[config.mk]
export PLATFORM = sky130hd
export DESIGN_NAME = pcm_tone_ins
export DESIGN_NICKNAME = d
export VERILOG_FILES = /design/src/rtl/pcm_tone_pkg.sv /design/src/rtl/pcm_slot_timer.sv /design/src/rtl/pcm_tone_latch.sv /design/src/rtl/pcm_tone_mux.sv /design/src/rtl/pcm_serializer.sv /design/src/rtl/pcm_tone_ins.sv
export SDC_FILE = /design/constraint.sdc
export NUM_CORES = 1
export LEC_CHECK = 0
export ABC_AREA = 1
export BUFFER_PORTS_ARGS = -buffer_cell sky130_fd_sc_hd__buf_2
export CAP_MARGIN = 20
export CELL_PAD_IN_SITES_DETAIL_PLACEMENT = 1
export CELL_PAD_IN_SITES_GLOBAL_PLACEMENT = 1
export CORE_MARGIN = 2
export CORE_UTILIZATION = 29
export CTS_BUF_LIST = sky130_fd_sc_hd__clkbuf_2
export DETAILED_ROUTE_END_ITERATION = 10
export PLACE_DENSITY = 0.88
export SYNTH_ARGS = -nofsm -noshare
export SYNTH_HDL_FRONTEND = slang
export SYNTH_SLANG_ARGS = --single-unit
[constraint.sdc]
create_clock -name clk -period 1.6 [get_ports clk]
set_input_delay 0.24 -clock clk [delete_from_list [all_inputs] [get_ports clk]]
set_output_delay 0.24 -clock clk [all_outputs]
set_load 0.01 [all_outputs]
[src/rtl/pcm_tone_pkg.sv]
package pcm_tone_pkg;

    typedef enum logic {
        LAW_A  = 1'b0,
        LAW_MU = 1'b1
    } law_e;

    typedef logic [7:0] pcm_byte_t;

    typedef struct packed {
        logic active;   // tone replaces conference data this frame
        logic positive; // sign of the tone sample this frame
    } tone_state_t;

    // Segment/mantissa for one tenth of full scale (sign bit cleared)
    localparam pcm_byte_t A_MAG  = 8'h49;
    localparam pcm_byte_t MU_MAG = 8'h4A;

    function automatic pcm_byte_t line_mask(law_e law);
        return (law == LAW_A) ? 8'h55 : 8'hFF;
    endfunction

    // A-law marks positive with sign 1, mu-law with sign 0 (before inversion)
    function automatic pcm_byte_t tone_code(law_e law, logic positive);
        pcm_byte_t raw;
        if (law == LAW_A) raw = {positive, A_MAG[6:0]};
        else              raw = {~positive, MU_MAG[6:0]};
        return raw ^ line_mask(law);
    endfunction

endpackage

[src/rtl/pcm_slot_timer.sv]
module pcm_slot_timer #(
    parameter int NSLOT = 32,
    parameter int BITS  = 8,
    localparam int SLOT_W = $clog2(NSLOT),
    localparam int BIT_W  = $clog2(BITS),
    localparam int CNT_W  = SLOT_W + BIT_W
) (
    input  logic              clk,
    input  logic              rst,
    input  logic              frame_n,
    output logic [SLOT_W-1:0] slot_idx,
    output logic              first_bit
);
    localparam logic [CNT_W-1:0] LAST = CNT_W'(NSLOT * BITS - 1);

    logic [CNT_W-1:0] cnt;

    always_ff @(posedge clk) begin
        if (rst || !frame_n)  cnt <= '0;
        else if (cnt == LAST) cnt <= '0;
        else                  cnt <= cnt + 1'b1;
    end

    assign slot_idx  = cnt[CNT_W-1:BIT_W];
    assign first_bit = (cnt[BIT_W-1:0] == '0);


    frame_restart_chk: assert property (@(posedge clk) disable iff (rst)
        !frame_n |=> (slot_idx == '0 && first_bit));

endmodule

[src/rtl/pcm_tone_latch.sv]
module pcm_tone_latch
    import pcm_tone_pkg::*;
(
    input  logic        clk,
    input  logic        rst,
    input  logic        frame_n,
    input  logic        tone_dur,
    input  logic        tone_freq,
    output tone_state_t tone
);
    always_ff @(posedge clk) begin
        if (rst)          tone <= '0;
        else if (!frame_n) tone <= '{active: tone_dur, positive: tone_freq};
    end


    tone_hold_chk: assert property (@(posedge clk) disable iff (rst)
        frame_n |=> $stable(tone));

endmodule

[src/rtl/pcm_tone_mux.sv]
module pcm_tone_mux
    import pcm_tone_pkg::*;
(
    input  tone_state_t tone,
    input  law_e        law,
    input  logic        conf_hit,
    input  pcm_byte_t   pcm_in,
    output pcm_byte_t   slot_byte
);
    always_comb begin
        if (tone.active && conf_hit) slot_byte = tone_code(law, tone.positive);
        else                         slot_byte = pcm_in;
    end
endmodule

[src/rtl/pcm_serializer.sv]
module pcm_serializer #(
    parameter int BITS = 8
) (
    input  logic            clk,
    input  logic            rst,
    input  logic            first_bit,
    input  logic            chan_on,
    input  logic [BITS-1:0] load_byte,
    output logic            ser_out,
    output logic            ser_oe
);
    logic [BITS-1:0] shreg;

    always_ff @(posedge clk) begin
        if (rst) begin
            shreg   <= '0;
            ser_out <= 1'b0;
            ser_oe  <= 1'b0;
        end else if (first_bit) begin
            shreg   <= {load_byte[BITS-2:0], 1'b0};
            ser_out <= load_byte[BITS-1];
            ser_oe  <= chan_on;
        end else begin
            shreg   <= {shreg[BITS-2:0], 1'b0};
            ser_out <= shreg[BITS-1];
        end
    end


    oe_slot_edge_chk: assert property (@(posedge clk) disable iff (rst)
        !first_bit |=> $stable(ser_oe));


    oe_reset_chk: assert property (@(posedge clk)
        rst |=> (!ser_oe && !ser_out));

endmodule

[src/rtl/pcm_tone_ins.sv]
module pcm_tone_ins
    import pcm_tone_pkg::*;
#(
    parameter int NSLOT = 32,
    parameter int BITS  = 8,
    localparam int SLOT_W = $clog2(NSLOT)
) (
    input  logic              clk,
    input  logic              rst,
    input  logic              frame_n,
    input  logic              tone_dur,
    input  logic              tone_freq,
    input  logic              law_sel,
    input  logic [NSLOT-1:0]  chan_sel,
    input  logic [NSLOT-1:0]  conf_en,
    input  logic [7:0]        pcm_in,
    output logic [SLOT_W-1:0] slot_idx,
    output logic              ser_out,
    output logic              ser_oe
);
    logic        first_bit;
    tone_state_t tone;
    pcm_byte_t   slot_byte;
    law_e        law;

    assign law = law_e'(law_sel);

    pcm_slot_timer #(.NSLOT(NSLOT), .BITS(BITS)) timer_i (
        .clk(clk), .rst(rst), .frame_n(frame_n),
        .slot_idx(slot_idx), .first_bit(first_bit)
    );

    pcm_tone_latch latch_i (
        .clk(clk), .rst(rst), .frame_n(frame_n),
        .tone_dur(tone_dur), .tone_freq(tone_freq), .tone(tone)
    );

    pcm_tone_mux mux_i (
        .tone(tone), .law(law), .conf_hit(conf_en[slot_idx]),
        .pcm_in(pcm_in), .slot_byte(slot_byte)
    );

    pcm_serializer #(.BITS(8)) ser_i (
        .clk(clk), .rst(rst), .first_bit(first_bit),
        .chan_on(chan_sel[slot_idx]), .load_byte(slot_byte),
        .ser_out(ser_out), .ser_oe(ser_oe)
    );


    tone_code_chk: assert property (@(posedge clk) disable iff (rst)
        (tone.active && conf_en[slot_idx]) |->
        (slot_byte == tone_code(law, 1'b1) || slot_byte == tone_code(law, 1'b0)));

endmodule

==> results.md <==
- Status: complete, but fails checks
- Failing checks: negative setup slack
- H-tree depth: 1
- DR WL/cell: 14.43 um
- Post-route DRC: 0
- Via count: 2021
- Final instance area: 0.002285 sq mm
- Final Critical Period: 1.734 ns
- Area of the mapped netlist: 0.001520 sq mm
- Worst Skew: 0.01202 ns
- Max-slew headroom: 80.72%
- Grt met2 use: 31.86%
- TritonCTS clock tree: built
- Hold_buf cts: 0
- Crit path largest cell delay: 0.41 ns
- Layout cells sized above 1: 41.83%
- Final RePlAce weighted congestion: 0.8442
- Max Cap Viol: 0
- Post-synth EDFFs: 0
- Slowest CP cell: dfxtp_4
- Fin nets: 430
- Global-route usage over all layers: 17.49%
- Seq/Total Area, Yosys: 25.02%
- Finished Core Util: 45.02%
- Starting Density: 29.96%
- Final Hold Fails: 0
- Vias/cell: 4.823
- Post-DP HPWL: 4.210 mm
- Vias in the first global route: 1968
- Synthesis-stage register bit count: 19
- Worst hold path type: in2reg
- Largest net degree at the start of global routing: 33
- Initial antenna violation count: 0
- Clk sink count: 19
- Placement Cell Area: 0.001983 sq mm
- Initial DRC count: 53
- First-pass GRT wire length: 8.590 mm
- Root Driver: clkbuf_2
- Full die area: 0.005837 sq mm
- Max VDD drop: 287.6 uV
- Rows: 26
- Die X: 76.40 um
- Crit path arrival time: 2.00 ns
- Startpoint type of the worst setup path: flop
- Met3 Use GR: 4.147%
- Async set-or-reset flop fraction in the synthesized netlist: 0%
- Worst-path fanout max: 6
- CTS Buf Count: 3
- WP data required: 1.87 ns
- Pins Over Slew Limit: 0
- FMAX: 576.8 MHz
- Tcrit/Tclk final: 108.4%
- Synthesized netlist cell count: 254
- Most frequent CP cell: nand2_1
- Unrepaired setup endpoints after global routing: yes
- Clk pin slew, worst setup/hold paths: 0.19 ns
- Ys flop type: dfxtp_1
- Kind of critical path: reg2reg
- Register area: 385.4 sq um
- Power Density: 426.6 mW/mm^2
- Die Ht: 76.40 um
- Synth cell count leaders: 53 x nand2_1, 47 x nor2_1, 27 x inv_1
- GRT Residual Overflow: 0
- Setup WS post-layout: -0.1337 ns
- Worst-Margin Slew: 0.2874 ns
- Clk Latency, worst-skew pair: 0.31 ns
- Ant. Diodes: 0
- Share of Yosys cell area claimed by the top area cell type: 25.02%
- Number of library cell types mapped by synthesis: 27
- CP Capture Type: flop
- Critical Path, Cell by Cell: clkbuf_16 -> or2_1 -> nand3_1 -> nand2_1 -> nand2_1 -> nand2_1 -> nor2_2 -> nand2_2 -> nand4_1 -> nand3_1 -> a21oi_2
- CORE AREA: 0.005075 sq mm
- Final setup fails: 7
- Top cells by area, synth: dfxtp_1 25%, nand2_1 13%, nor2_1 12%
- Syn_nets: 334
- Fillers: 724
- Met1 Use GR: 20.65%
- Ports: 85
- Most frequent cell after synthesis: nand2_1
- Area of the multi-input gates: 992.2 sq um
- Port Buf Inserts: 84
- Post-route ant nets: 0
- Leakage: 1.142 nW
- Global routing's busiest layer: met2
- Pre-Repair DR Iteration Count: 4
- Area Overhead vs Synth: 50.29%
- Routed WL: 6.046 mm
- Avg Inst Size Synth: 5.985 sq um
- Dominant cell type by area after synthesis: dfxtp_1
- Yosys warns: 0
- Clock Path Buffers: 2
-- stage by stage --
step                      power [mW]  instances  hold WS, ns  worst slack [ns]  setup TNS (ns)
after floorplan               0.6088        254       0.3091            0.1733               0
after global placement        0.7342        402       0.4381          0.008781               0
after detailed placement      0.7427        402       0.4541          -0.07358         -0.2026
after CTS                     0.9570        406       0.1353          -0.03514        -0.04334
after global routing           1.031        419       0.1262           -0.2360          -2.123
final                         0.9746        419       0.1436           -0.1337         -0.6564
-- registers in the layout, summed over array words and instances (netlist names) --
| register | count |
|---|---|
| latch_i.tone | 2 |
| ser_i.ser_oe | 1 |
| ser_i.ser_out | 1 |
| ser_i.shreg | 7 |
| timer_i.cnt | 8 |
-- worst paths after layout --
path,startpoint,endpoint,slack (ns),cells after the start
worst max-delay path,timer_i.cnt[3]$_SDFF_PP0_,ser_i.shreg[4]$_SDFF_PP0_,-0.13,11
worst min-delay path,frame_n,latch_i.tone[0]$_SDFFE_PP0N_,0.14,2
worst min register to register,ser_i.shreg[6]$_SDFF_PP0_,ser_i.shreg[7]$_SDFF_PP0_,0.47,2
worst max register to register,timer_i.cnt[3]$_SDFF_PP0_,ser_i.shreg[4]$_SDFF_PP0_,-0.13,11
-- routing by layer --
| metal | wire [um] | part of all wire (%) | vias up |
|---|---|---|---|
| met3 | 315 | 5.2 | 8 |
| met2 | 3154 | 52 | 60 |
| met1 | 2494 | 41 | 947 |
| li1 | - | - | 1006 |
| met4 | 81 | 1.3 | 0 |
| met5 | 0 | 0 | - |
-- power breakdown --
| part | internal (mW) | switching (mW) | leakage [nW] |
|---|---|---|---|
| sequential | 0.497 | 0.0108 | 0.157 |
| clock | 0.0662 | 0.154 | 0.0166 |
| combinational | 0.126 | 0.121 | 0.968 |
-- final cells by class --
class                   count  share of cell area, %
repair inverters            2                 0.9858
clock buffers               4                 0.8762
inverters                  29                  6.079
well taps                  70                  3.834
repair buffers            105                  27.93
multi-input cells         190                  43.43
flip-flops and latches     19                  16.87
-- timing repair --
item,4_1_cts,5_1_grt
pin swaps,0,14
setup endpoints to repair,6,15
resized for setup,5,43
setup buffers,0,9
gates cloned,0,4
-- cells in the final DEF, fill, tap and decap left out, drive strengths merged, types with 2 or more instances in the layout --
cell / n
ha: 2
o21ai: 29
xor2: 3
nand4: 2
a21oi: 14
nor2: 47
inv: 28
nand2: 57
clkinv: 2
clkbuf: 7
o211ai: 2
buf: 102
o221ai: 2
o22ai: 3
dfxtp: 19
nand3: 25
-- worst max-delay path, delay by kind of cell (launching register included) --
family	cells	cell delay, ns
compound gates	1	0.14
buf+inv	1	0.16
flops	1	0.41
simple gates	9	0.98
-- cells by family (layout without fill, tap and decap cells) --
group | after synthesis | in the layout | synth area share (%)
and+or+nand+nor | 134 | 134 | 37.45
AOI/OAI and AO/OA | 51 | 51 | 17.94
adders and majority gates | 2 | 2 | 1.646
xor gates and xnor gates | 3 | 3 | 1.729
buffers and inverters | 45 | 140 | 16.21
DFF | 19 | 19 | 25.02
Power figures use the tool's default switching activity.
